==> src/rtl/modcnt_pkg.sv <==
package modcnt_pkg;
    localparam int REG_W   = 16;
    localparam int NTICK   = 8;
    localparam int SEL_W   = $clog2(NTICK);
    localparam int LVL_W   = 3;

    typedef enum logic [1:0] {
        ADR_CTRL  = 2'd0,
        ADR_COUNT = 2'd1,
        ADR_MOD   = 2'd2,
        ADR_RSVD  = 2'd3
    } adr_e;

    typedef struct packed {
        logic             flag;
        logic [LVL_W-1:0] lvl;
        logic             arb3;
        logic             drv_a;
        logic             drv_b;
        logic             edge_neg;
        logic             edge_pos;
        logic [SEL_W-1:0] csel;
    } ctrl_t;

    function automatic logic [REG_W-1:0] pack_ctrl(ctrl_t c, logic aux_lvl, logic ld_lvl);
        return {c.flag, c.lvl, c.arb3, 1'b0, c.drv_a, c.drv_b,
                aux_lvl, ld_lvl, c.edge_neg, c.edge_pos, 1'b0, c.csel};
    endfunction

    function automatic ctrl_t unpack_wr(logic [REG_W-1:0] w);
        ctrl_t c;
        c.flag     = w[15];
        c.lvl      = w[14:12];
        c.arb3     = w[11];
        c.drv_a    = w[9];
        c.drv_b    = w[8];
        c.edge_neg = w[5];
        c.edge_pos = w[4];
        c.csel     = w[2:0];
        return c;
    endfunction
endpackage

==> src/rtl/modcnt_edge.sv <==
module modcnt_edge #(
    parameter int STAGES = 2
) (
    input  logic clk,
    input  logic rst,
    input  logic load_pin,
    input  logic aux_pin,
    output logic ld_lvl,
    output logic aux_lvl,
    output logic ld_rise,
    output logic ld_fall
);
    logic [STAGES:0]   ld_sr;
    logic [STAGES-1:0] aux_sr;

    always_ff @(posedge clk) begin
        if (rst) begin
            ld_sr  <= '0;
            aux_sr <= '0;
        end else begin
            ld_sr  <= {ld_sr[STAGES-1:0], load_pin};
            aux_sr <= {aux_sr[STAGES-2:0], aux_pin};
        end
    end

    assign ld_lvl  = ld_sr[STAGES-1];
    assign aux_lvl = aux_sr[STAGES-1];
    assign ld_rise = ld_sr[STAGES-1] & ~ld_sr[STAGES];
    assign ld_fall = ~ld_sr[STAGES-1] & ld_sr[STAGES];
endmodule

==> src/rtl/modcnt_core.sv <==
module modcnt_core
    import modcnt_pkg::*;
#(
    parameter int CNT_W = 16
) (
    input  logic             clk,
    input  logic             rst,
    input  logic [NTICK-1:0] tick_en,
    input  logic [SEL_W-1:0] csel,
    input  logic             wr_cnt,
    input  logic             wr_mod,
    input  logic [CNT_W-1:0] wval,
    input  logic             load_evt,
    output logic [CNT_W-1:0] cnt_q,
    output logic [CNT_W-1:0] mod_q,
    output logic             ovf_evt
);
    logic step;

    assign step    = tick_en[csel];
    assign ovf_evt = step && (cnt_q == '1) && !wr_cnt && !load_evt;

    always_ff @(posedge clk) begin
        if (rst) begin
            cnt_q <= '0;
        end else if (wr_cnt) begin
            cnt_q <= wval;
        end else if (load_evt) begin
            cnt_q <= mod_q;
        end else if (ovf_evt) begin
            cnt_q <= mod_q;
        end else if (step) begin
            cnt_q <= cnt_q + 1'b1;
        end
    end

    always_ff @(posedge clk) begin
        if (rst) begin
            mod_q <= '0;
        end else if (wr_mod) begin
            mod_q <= wval;
        end
    end
endmodule

==> src/rtl/modcnt_ctrl.sv <==
module modcnt_ctrl
    import modcnt_pkg::*;
(
    input  logic  clk,
    input  logic  rst,
    input  logic  wr_ctrl,
    input  logic  rd_ctrl,
    input  ctrl_t wval,
    input  logic  ovf_evt,
    output ctrl_t ctrl_q
);
    logic armed;

    always_ff @(posedge clk) begin
        if (rst) begin
            ctrl_q <= '0;
            armed  <= 1'b0;
        end else begin
            if (wr_ctrl) begin
                ctrl_q.lvl      <= wval.lvl;
                ctrl_q.arb3     <= wval.arb3;
                ctrl_q.drv_a    <= wval.drv_a;
                ctrl_q.drv_b    <= wval.drv_b;
                ctrl_q.edge_neg <= wval.edge_neg;
                ctrl_q.edge_pos <= wval.edge_pos;
                ctrl_q.csel     <= wval.csel;
            end
            if (ovf_evt) begin
                ctrl_q.flag <= 1'b1;
            end else if (wr_ctrl && !wval.flag && armed) begin
                ctrl_q.flag <= 1'b0;
            end
            if (ovf_evt || wr_ctrl) begin
                armed <= 1'b0;
            end else if (rd_ctrl && ctrl_q.flag) begin
                armed <= 1'b1;
            end
        end
    end
endmodule

==> src/rtl/modcnt_unit.sv <==
module modcnt_unit
    import modcnt_pkg::*;
#(
    parameter int CNT_W       = 16,
    parameter int SYNC_STAGES = 2
) (
    input  logic             clk,
    input  logic             rst,
    input  logic [1:0]       bus_addr,
    input  logic             bus_rd,
    input  logic             bus_wr,
    input  logic [REG_W-1:0] bus_wdata,
    output logic [REG_W-1:0] bus_rdata,
    input  logic [NTICK-1:0] tick_en,
    input  logic             load_pin,
    input  logic             aux_pin,
    output logic             tbus_a_en,
    output logic             tbus_b_en,
    output logic [CNT_W-1:0] tbus_data,
    output logic             irq_req,
    output logic [LVL_W-1:0] irq_level,
    output logic             arb_bit3
);
    ctrl_t            ctrl_q;
    logic [CNT_W-1:0] cnt_q;
    logic [CNT_W-1:0] mod_q;
    logic             ovf_evt;
    logic             ld_lvl, aux_lvl, ld_rise, ld_fall;
    logic             load_evt;
    logic             wr_ctrl, wr_cnt, wr_mod, rd_ctrl;
    logic             unused_wbits;

    assign wr_ctrl = bus_wr && (adr_e'(bus_addr) == ADR_CTRL);
    assign wr_cnt  = bus_wr && (adr_e'(bus_addr) == ADR_COUNT);
    assign wr_mod  = bus_wr && (adr_e'(bus_addr) == ADR_MOD);
    assign rd_ctrl = bus_rd && (adr_e'(bus_addr) == ADR_CTRL);
    assign unused_wbits = ^{bus_wdata[10], bus_wdata[7:6], bus_wdata[3]};

    modcnt_edge #(.STAGES(SYNC_STAGES)) u_edge (
        .clk(clk), .rst(rst), .load_pin(load_pin), .aux_pin(aux_pin),
        .ld_lvl(ld_lvl), .aux_lvl(aux_lvl), .ld_rise(ld_rise), .ld_fall(ld_fall)
    );

    assign load_evt = (ctrl_q.edge_pos && ld_rise) || (ctrl_q.edge_neg && ld_fall);

    modcnt_core #(.CNT_W(CNT_W)) u_core (
        .clk(clk), .rst(rst), .tick_en(tick_en), .csel(ctrl_q.csel),
        .wr_cnt(wr_cnt), .wr_mod(wr_mod), .wval(bus_wdata[CNT_W-1:0]),
        .load_evt(load_evt), .cnt_q(cnt_q), .mod_q(mod_q), .ovf_evt(ovf_evt)
    );

    modcnt_ctrl u_ctrl (
        .clk(clk), .rst(rst), .wr_ctrl(wr_ctrl), .rd_ctrl(rd_ctrl),
        .wval(unpack_wr(bus_wdata)), .ovf_evt(ovf_evt), .ctrl_q(ctrl_q)
    );

    always_comb begin
        case (adr_e'(bus_addr))
            ADR_CTRL:  bus_rdata = pack_ctrl(ctrl_q, aux_lvl, ld_lvl);
            ADR_COUNT: bus_rdata = REG_W'(cnt_q);
            ADR_MOD:   bus_rdata = REG_W'(mod_q);
            default:   bus_rdata = '0;
        endcase
    end

    assign tbus_a_en = ctrl_q.drv_a;
    assign tbus_b_en = ctrl_q.drv_b;
    assign tbus_data = cnt_q;
    assign irq_req   = ctrl_q.flag && (ctrl_q.lvl != '0);
    assign irq_level = irq_req ? ctrl_q.lvl : '0;
    assign arb_bit3  = ctrl_q.arb3;
endmodule

==> config.mk <==
export PLATFORM = sky130hd
export DESIGN_NAME = modcnt_unit
export DESIGN_NICKNAME = d
export VERILOG_FILES = /design/src/rtl/modcnt_pkg.sv /design/src/rtl/modcnt_edge.sv /design/src/rtl/modcnt_core.sv /design/src/rtl/modcnt_ctrl.sv /design/src/rtl/modcnt_unit.sv
export SDC_FILE = /design/constraint.sdc
export NUM_CORES = 1
export LEC_CHECK = 0
export BUFFER_PORTS_ARGS = -buffer_cell sky130_fd_sc_hd__buf_2
export CAP_MARGIN = 25
export CORE_UTILIZATION = 55
export DETAILED_ROUTE_END_ITERATION = 10
export GPL_TIMING_DRIVEN = 0
export PLACE_DENSITY = 0.85
export SLEW_MARGIN = 5
export SYNTH_ARGS = -nofsm -noshare
export SYNTH_HDL_FRONTEND = slang
export SYNTH_SLANG_ARGS = --single-unit
==> constraint.sdc <==
create_clock -name clk -period 3.8 [get_ports clk]
set_input_delay 0.57 -clock clk [delete_from_list [all_inputs] [get_ports clk]]
set_output_delay 0.57 -clock clk [all_outputs]
set_load 0.05 [all_outputs]
==> results of run 1 <==
## how the worst max path moves through the flow
stage | startpoint | endpoint | slack (ns) | cells past startpoint
after global placement | bus_addr[1] | u_core.cnt_q[7] | 1.10 | 7
after CTS | bus_addr[0] | bus_rdata[6] | 1.07 | 7
after floorplan | bus_addr[1] | bus_rdata[9] | 0.77 | 4
final | bus_addr[0] | bus_rdata[6] | 1.04 | 7
after detailed placement | bus_addr[1] | u_core.cnt_q[13] | 1.08 | 9
after global routing | bus_addr[0] | bus_rdata[14] | 0.89 | 7
## state kept, by name, indices dropped and copies added (netlist names)
| signal | flops |
|---|---|
| u_edge.aux_sr | 2 |
| u_core.cnt_q | 16 |
| u_ctrl.armed | 1 |
| u_ctrl.ctrl_q | 12 |
| u_edge.ld_sr | 3 |
| u_core.mod_q | 16 |
## through the flow
stage,util,setup WS (ns),power (mW),cell area [sq um],cells
after floorplan,-,0.7719,0.7951,2855,371
after global placement,0.6774,1.096,0.8788,3284,507
after detailed placement,0.6774,1.080,0.8840,3284,507
after CTS,0.7001,1.072,1.255,3395,515
after global routing,0.7001,0.8947,1.306,3395,515
final,0.7001,1.045,1.264,3395,515
## cells by family after synthesis
family | Yosys count
simple gates | 164
mux | 20
fa+ha+maj | 1
buf+inv | 33
xor+xnor | 7
compound gates | 96
flops | 50
## worst max-delay path, cell delays in order
cell,delay (ns)
buf_2,0.19
nor2b_1,0.19
clkbuf_1,0.32
clkbuf_1,0.37
nand2_1,0.09
o21ai_0,0.12
buf_2,0.31
## per-layer routing
layer,global-route usage,vias up,part of all wire,wire (um)
met5,0,-,0,0
li1,-,1475,-,-
met2,0.5525,176,0.48,4216
met3,0.05420,21,0.10,896
met4,0.08761,0,0.016,145
met1,0.4597,1438,0.41,3598
## final cells by class
| type | instances | area (sq um) |
|---|---|---|
| plain buffers | 27 | 122.6 |
| clock buffers | 6 | 72.57 |
| clock inverters | 2 | 37.54 |
| fillers | 433 | 1454 |
| inverters | 6 | 22.52 |
| multi-input cells | 288 | 1709 |
| flip-flops and latches | 50 | 1001 |
| well taps | 67 | 83.83 |
| repair buffers | 69 | 345.3 |
## synth_stat cells (7+ instances only)
library cell and number:
nand2_1 80, dfxtp_1 50, a21oi_1 43, clkbuf_1 21, mux2i_1 19, nor2_1 17, o21ai_0 17, nand3_1 14
and2_1 9, a311oi_1 7, nor2b_1 7, or3_1 7, xnor2_1 7
## power by group
part           internal, mW  switching (mW)  total, mW
clock network         0.197           0.188      0.385
registers             0.551          0.0415      0.593
logic                0.0865           0.200      0.286
total                 0.834           0.429       1.26
## cell usage in the layout (no fill, tap or decap), types with 7 or more instances in the layout
master	n
xnor2_1	7
buf_2	70
or3_1	7
clkbuf_1	22
nor2_1	17
and2_1	9
a21oi_1	43
nor2b_1	7
mux2i_1	19
o21ai_0	17
a311oi_1	7
dfxtp_1	50
nand2_1	80
nand3_1	14
==> results by stage, run 1 <==
Placed design:
- The placer's final routability congestion estimate is between 0.9 and 1.
- The number of port buffers is 69.
- After legalization and detailed placement, the total HPWL measured approximately 6700 um.

Logic synthesis:
- The area share of the largest cell type after synthesis is 0.3506.
- The share of flip-flops with an asynchronous set or reset after synthesis is 0.
- The synthesis warning total is 0.
- The simple-gate portion of the synthesized area is 0.2805.
- The cell count after synthesis is 371.
- The share of the Yosys chip area taken by registers is 0.3506.
- Averaged over all synthesized cells, the footprint is between 7 and 8 sq um.
- The fraction of the mapped netlist area in adder cells is 0.004382.
- Of all cell types, the one taking the most synthesized area is dfxtp_1.
- The share of the synthesized area in compound gates (AO/OA/AOI/OAI) is 0.2178.
- The synthesized cell area is between 2000 and 3000 sq um.
- The synthesis-stage register bit count is 50.
- The total nets after synthesis is roughly 400.
- The most used flip-flop cell after synthesis is dfxtp_1.
- Of the total synthesized cell area, the portion taken by XOR and XNOR cells is 0.02147.
- The synthesized design contains 0 enable-type register cells.
- The dominant combinational cell family by area after synthesis is simple AND/OR/NAND/NOR gates.
- The number of different library cells in the post-synthesis netlist is 47.
- By area the synthesized netlist is led by dfxtp_1 (35%), nand2_1 (11%), a21oi_1 (7.5%), mux2i_1 (6.7%), o21ai_0 (3.0%).
- Measured against the total synthesized area, the mux share comes to 0.07450.

Route:
- The final layout contains routed wiring with a total length of 8856 um.
- The number of search-and-repair iterations in the first detailed-routing pass is 6.
- The average wire length per cell after detail routing is 17.20 um.
- The first-iteration detailed-routing DRC count is roughly 400.
- The DRC violation count after routing is 0.
- The number of routed nets with antenna violations is 0.
- After detailed routing, the number of vias per cell comes to approximately 6.0.
- The total via count after detailed routing is roughly 3100.

Pwr:
- For this design the ratio of total power to cell area is between 300 and 400 nW/um^2.
- VDD sags by at most approximately 0.28 mV.
- The static power due to leakage is between 1 and 1.5 nW.

Critical path:
- Along the worst path, the maximum fanout reaches 10.
- The arrival time of the worst setup path is ~2.2 ns.
- In this run the critical register-to-register path is launched from u_core.cnt_q[1].
- The sort of element at the start of the critical path is a primary input.
- The destination of the worst register-to-register timing path is u_core.cnt_q[13].
- The data required time at the worst endpoint is 3.23 ns.
- The worst register-to-register path has a depth of 8.
- The critical path in this run is classified as primary input to output port.
- The setup check on the worst reg-to-reg path leaves a slack of about 1.2 ns.
- STA classifies the critical path endpoint as an output port.

Global routing:
- Entering global routing, the biggest net connects 16 pins.
- The via count of the first global-routing pass was approximately 2700.
- The first global-routing pass estimated 13840 um of wire.
- After global routing the overflow that remains totals 0.
- The overall fraction of global-route tracks in use is 0.3363.
- The initial antenna violation count came to 0.

Clock tree:
- The number of clock buffers inserted by TritonCTS is 5.
- At the later pin of the worst-skew pair, clock insertion delay measures around 0.31 ns.
- The number of sinks driven by the clock tree is 50.
- The number of H-tree branching levels is 2.
- The post-CTS setup repair buffer count is 0.
- The number of hold buffers added after CTS was 0.
- In this run the deepest clock path goes through 2 buffers.
- The cell chosen for the clock root is clkbuf_8.
- After clock tree synthesis, the repair step resized 0 gates.
- The TritonCTS clock tree is done.
- After clock tree synthesis, the clock-pin slew on the worst setup and hold paths is approximately 0.090 ns.

Final layout:
- Compared with the post-synthesis result, the final layout area differs by 18.89%.
- The fraction of layout instances using a drive strength above 1 is 0.2009.
- The net count of the finished layout is 480.
- The antenna cell count is 0.

Die:
- The starting density of the core is 0.5889.
- Row generation in the floorplan step produced 25 rows.
- From bottom edge to top edge, the die measures about 74 um.
- The area of the die is 5483 sq um.
- The floorplan step set the die width to around 74 um.
- The placeable core area is between 4000 and 5000 sq um.
- The total I/O pin count is just over 70.

Timing:
- The number of failing setup endpoints in the final timing report is 0.
- The tightest hold path in the finished design has a slack of 0.4567 ns.
- The final max-slew violation count was 0.
- The sum of negative setup slack is 0 ns.
- Timing would allow up to roughly 360 MHz.
- For the pin with the worst max-slew slack, the measured transition is slightly below 0.9 ns.
- The share of the clock period used by the worst path is 0.7251.
- Setup repair after global routing left no endpoint under its margin.
- The clock period minus worst slack is about 2.8 ns.
- Measured against its own limit, the worst slew margin works out to 0.4074.
- The final setup skew is roughly 0.0082 ns.
- The total count of hold-check failures in the final report is 0.

Min path:
- The min-delay analysis places its worst path in the category flop to flop.
- The startpoint of the worst hold path is u_edge.ld_sr[0].
- The hold-critical path depth is 1.
- The destination of the worst hold path is u_edge.ld_sr[1].

Status:
- The flow ran to the end, and the final reports show no timing, DRC or antenna violations.

Job:
- Across the run, the number of max-cap violations was 0.
No activity file was read; power rests on OpenSTA's default activity.
==> run 2, diff against run 1 <==
- CORE_UTILIZATION: 55 -> 53
- PLACE_DENSITY: 0.85 -> 0.82
- clock period: 3.8 -> 2.76 ns (I/O delays scaled with it)
==> run 2 against run 1 <==
Against the previous run: clock power increased by 22%; flip-flop and latch count unchanged; non-clock buffer count did not move; clock skew decreased by 0.00085 ns; via count grew 0.42%; register-to-register slack worse by 1.1 ns; combinational power rose by 37%; count of clock-buffer cells in the layout unchanged; critical endpoint is now u_core.cnt_q[13]; largest cell class unchanged.
==> results by stage, run 2 (synthesis gave the netlist of run 1 again) <==
Status:
- The flow ran to the end, and the final reports show no timing, DRC or antenna violations.

Timing:
- The sum of negative setup slack is 0 ns (unchanged).
- The pin slew with the least headroom to its limit is 0.7540 ns (-0.1229 ns).
- The clock period could shrink to 2.635 ns.
- The number of failing setup endpoints in the final timing report is 0 (unchanged).
- The final setup skew is 0.007312 ns (-0.0008532 ns).
- Timing would allow up to approximately 380 MHz.
- The final max-slew violation count came to 0 (unchanged).
- Of the available clock period, the critical path in the final layout requires 0.9546.
- The relative slew slack is 0.4905 (+0.08303).
- Setup repair after global routing left no endpoint under its margin.
- The total count of hold-check failures in the final report is 0 (unchanged).

Clock tree:
- The post-CTS setup repair buffer count came to 0 (unchanged).
- The clock-pin slew on the worst setup and hold paths is 0.10 ns (about the same).
- The number of H-tree branching levels is 2 (unchanged).
- CTS placed an instance of clkbuf_8 at the clock tree root.
- The TritonCTS clock tree is done.
- The maximum clock insertion buffer count is 2 (unchanged).
- The clock network latency to the later pin of the worst-skew pair is 0.31 ns (about the same).
- The post-cts resize count is 0 (unchanged).
- The number of sinks driven by the clock tree is 50 (unchanged).
- The number of clock buffers inserted by TritonCTS is 5 (unchanged).
- The number of buffers inserted for hold repair after clock tree synthesis came to 0 (unchanged).

Route:
- The total wire length after detailed routing is 8693 um (-1.8%).
- The number of routed nets with antenna violations came to 0 (unchanged).
- The first-iteration detailed-routing DRC count is 246 (-38%).
- The total via count after detailed routing is 3123 (+0.42%).
- The number of search-and-repair iterations in the first detailed-routing pass is 8 (+2).
- The DRC violation count after routing is 0 (unchanged).
- The post-detailed-route via-to-cell ratio is 6.029 (-0.16%).
- The average wire length per cell after detail routing was 16.78 um (-2.4%).

Global routing:
- The largest net degree at the start of global routing is 17 (+1).
- The remaining global-route overflow came to 0 (unchanged).
- The global-route wire length before repair is 13140 um (-5.0%).
- The initial antenna violation count is 0 (unchanged).
- The via count of the first global-routing pass is 2660 (-2.7%).
- The overall fraction of global-route tracks in use is 0.3123 (-0.02404).

Critical path:
- The cell at the slowest stage of the critical path is or4_4.
- The highest fanout seen on the critical path is 10 (unchanged).
- The delay contributed by the slowest stage of the critical path came to 0.57 ns (+0.20 ns).
- The data required time at the worst endpoint is 2.97 ns (-0.26 ns).
- The start-to-end type of the worst setup path is flop to flop.
- The buffer and inverter count on the worst path was 2 (-2).
- STA classifies the critical path endpoint as a flop.
- The gate family responsible for the most delay along the worst path is simple AND/OR/NAND/NOR gates.
- The signal on the critical path passes through ha_1, nand2_1, or4_4, o31ai_4, buf_6, buf_6, nand3_1, a311oi_1.
- The sort of element at the start of the critical path is a flop.
- The arrival time of the worst setup path is 2.84 ns (+0.65 ns).
- In this design, the critical path's most frequently occurring cell is buf_6.

Placed design:
- The placer's final routability congestion estimate is 0.9693 (+0.22%).
- The detailed placement HPWL is 6615 um (-1.6%).
- The number of port buffers is 69 (unchanged).
- The cell count after placement is 510 (+0.59%).

Die:
- The row count came to 26 (+4.0%).
- The placeable core area is 5140 sq um (+6.0%).
- The area of the die was 5684 sq um (+3.7%).
- The die height is 75.40 um (+1.8%).
- The total I/O pin count was 71 (unchanged).
- The starting density of the core is 0.5555 (-0.03340).
- The horizontal extent of the die was 75.40 um (+1.8%).

Min path:
- The path category of the worst min-delay check is primary input to flop.

Pwr:
- The static power due to leakage is 1.294 nW (-0.28%).
- The maximum resistive drop on vdd came to 0.4026 mV (+43%).
- The cell area power density came to 495.3 nW/um^2 (+33%).
- The total power came to 1.678 mW (+33%).

Final layout:
- In the final layout, the registers with the most flip-flops are u_core.cnt_q (16), u_core.mod_q (16), u_ctrl.ctrl_q (12).
- The library cells used most frequently in the layout, excluding fill and tap cells, are nand2_1 (80), buf_2 (70), dfxtp_1 (50), a21oi_1 (43), clkbuf_1 (21).
- The final cell count without fillers is 518 (+0.58%).
- The fraction of layout instances using a drive strength above 1 is 0.2031 (+0.002232).
- The antenna cell count is 0 (unchanged).
- The most common cell after layout, fill and taps aside is nand2_1.
- Relative to the synthesized area, the layout overhead comes to 18.62%.
- The final net count came to 480 (unchanged).

Job:
- The max-cap violation count is 0 (unchanged).
[run 2: cell count changes in the layout (fill, tap and decap cells not counted)]
cell,previous run,this run
inv_6,0,1
clkbuf_8,5,6
bufinv_16,1,0
clkbuf_1,22,21
[run 2: metal layers]
metal	wire, um	GRT usage	part of all wire	vias to the layer above
li1	-	-	-	1479
met1	3702	0.4285	0.43	1453
met2	4036	0.4891	0.46	167
met3	763	0.06481	0.088	24
met4	190	0.1091	0.022	0
met5	0	0	0	-
[run 2: final cells by class]
type / count / area (sq um)
buffer: 27 / 122.6
clock buffer: 6 / 82.58
clock inverter: 2 / 16.27
fill: 477 / 1753
inverter: 6 / 22.52
multi-input combinational: 288 / 1709
sequential: 50 / 1001
tap: 70 / 87.58
timing repair buffer: 69 / 345.3
[run 2: final timing paths]
path / startpoint / cells past startpoint / slack, ns / to
worst max-delay path: u_core.cnt_q[0] / 8 / 0.13 / u_core.cnt_q[13]
worst max register to register: u_core.cnt_q[0] / 8 / 0.13 / u_core.cnt_q[13]
worst min register to register: u_edge.aux_sr[0] / 1 / 0.47 / u_edge.aux_sr[1]
worst min-delay path: load_pin / 2 / 0.32 / u_edge.ld_sr[0]
[run 2: power breakdown]
group          leakage, nW  internal (mW)  switching (mW)
clock network       0.0478          0.207           0.262
registers            0.409          0.759          0.0578
logic                0.837          0.119           0.273
[run 2: per-stage QoR]
stage               worst slack [ns]  hold slack, ns  utilization  area (sq um)
floorplan                    0.04388          0.4138            -          2855
global placement              0.2175          0.4224       0.6397          3288
global route                 0.02268          0.3274       0.6590          3387
CTS                           0.1892          0.3285       0.6590          3387
detailed placement            0.1937          0.4421       0.6397          3288
finish                        0.1252          0.3202       0.6590          3387
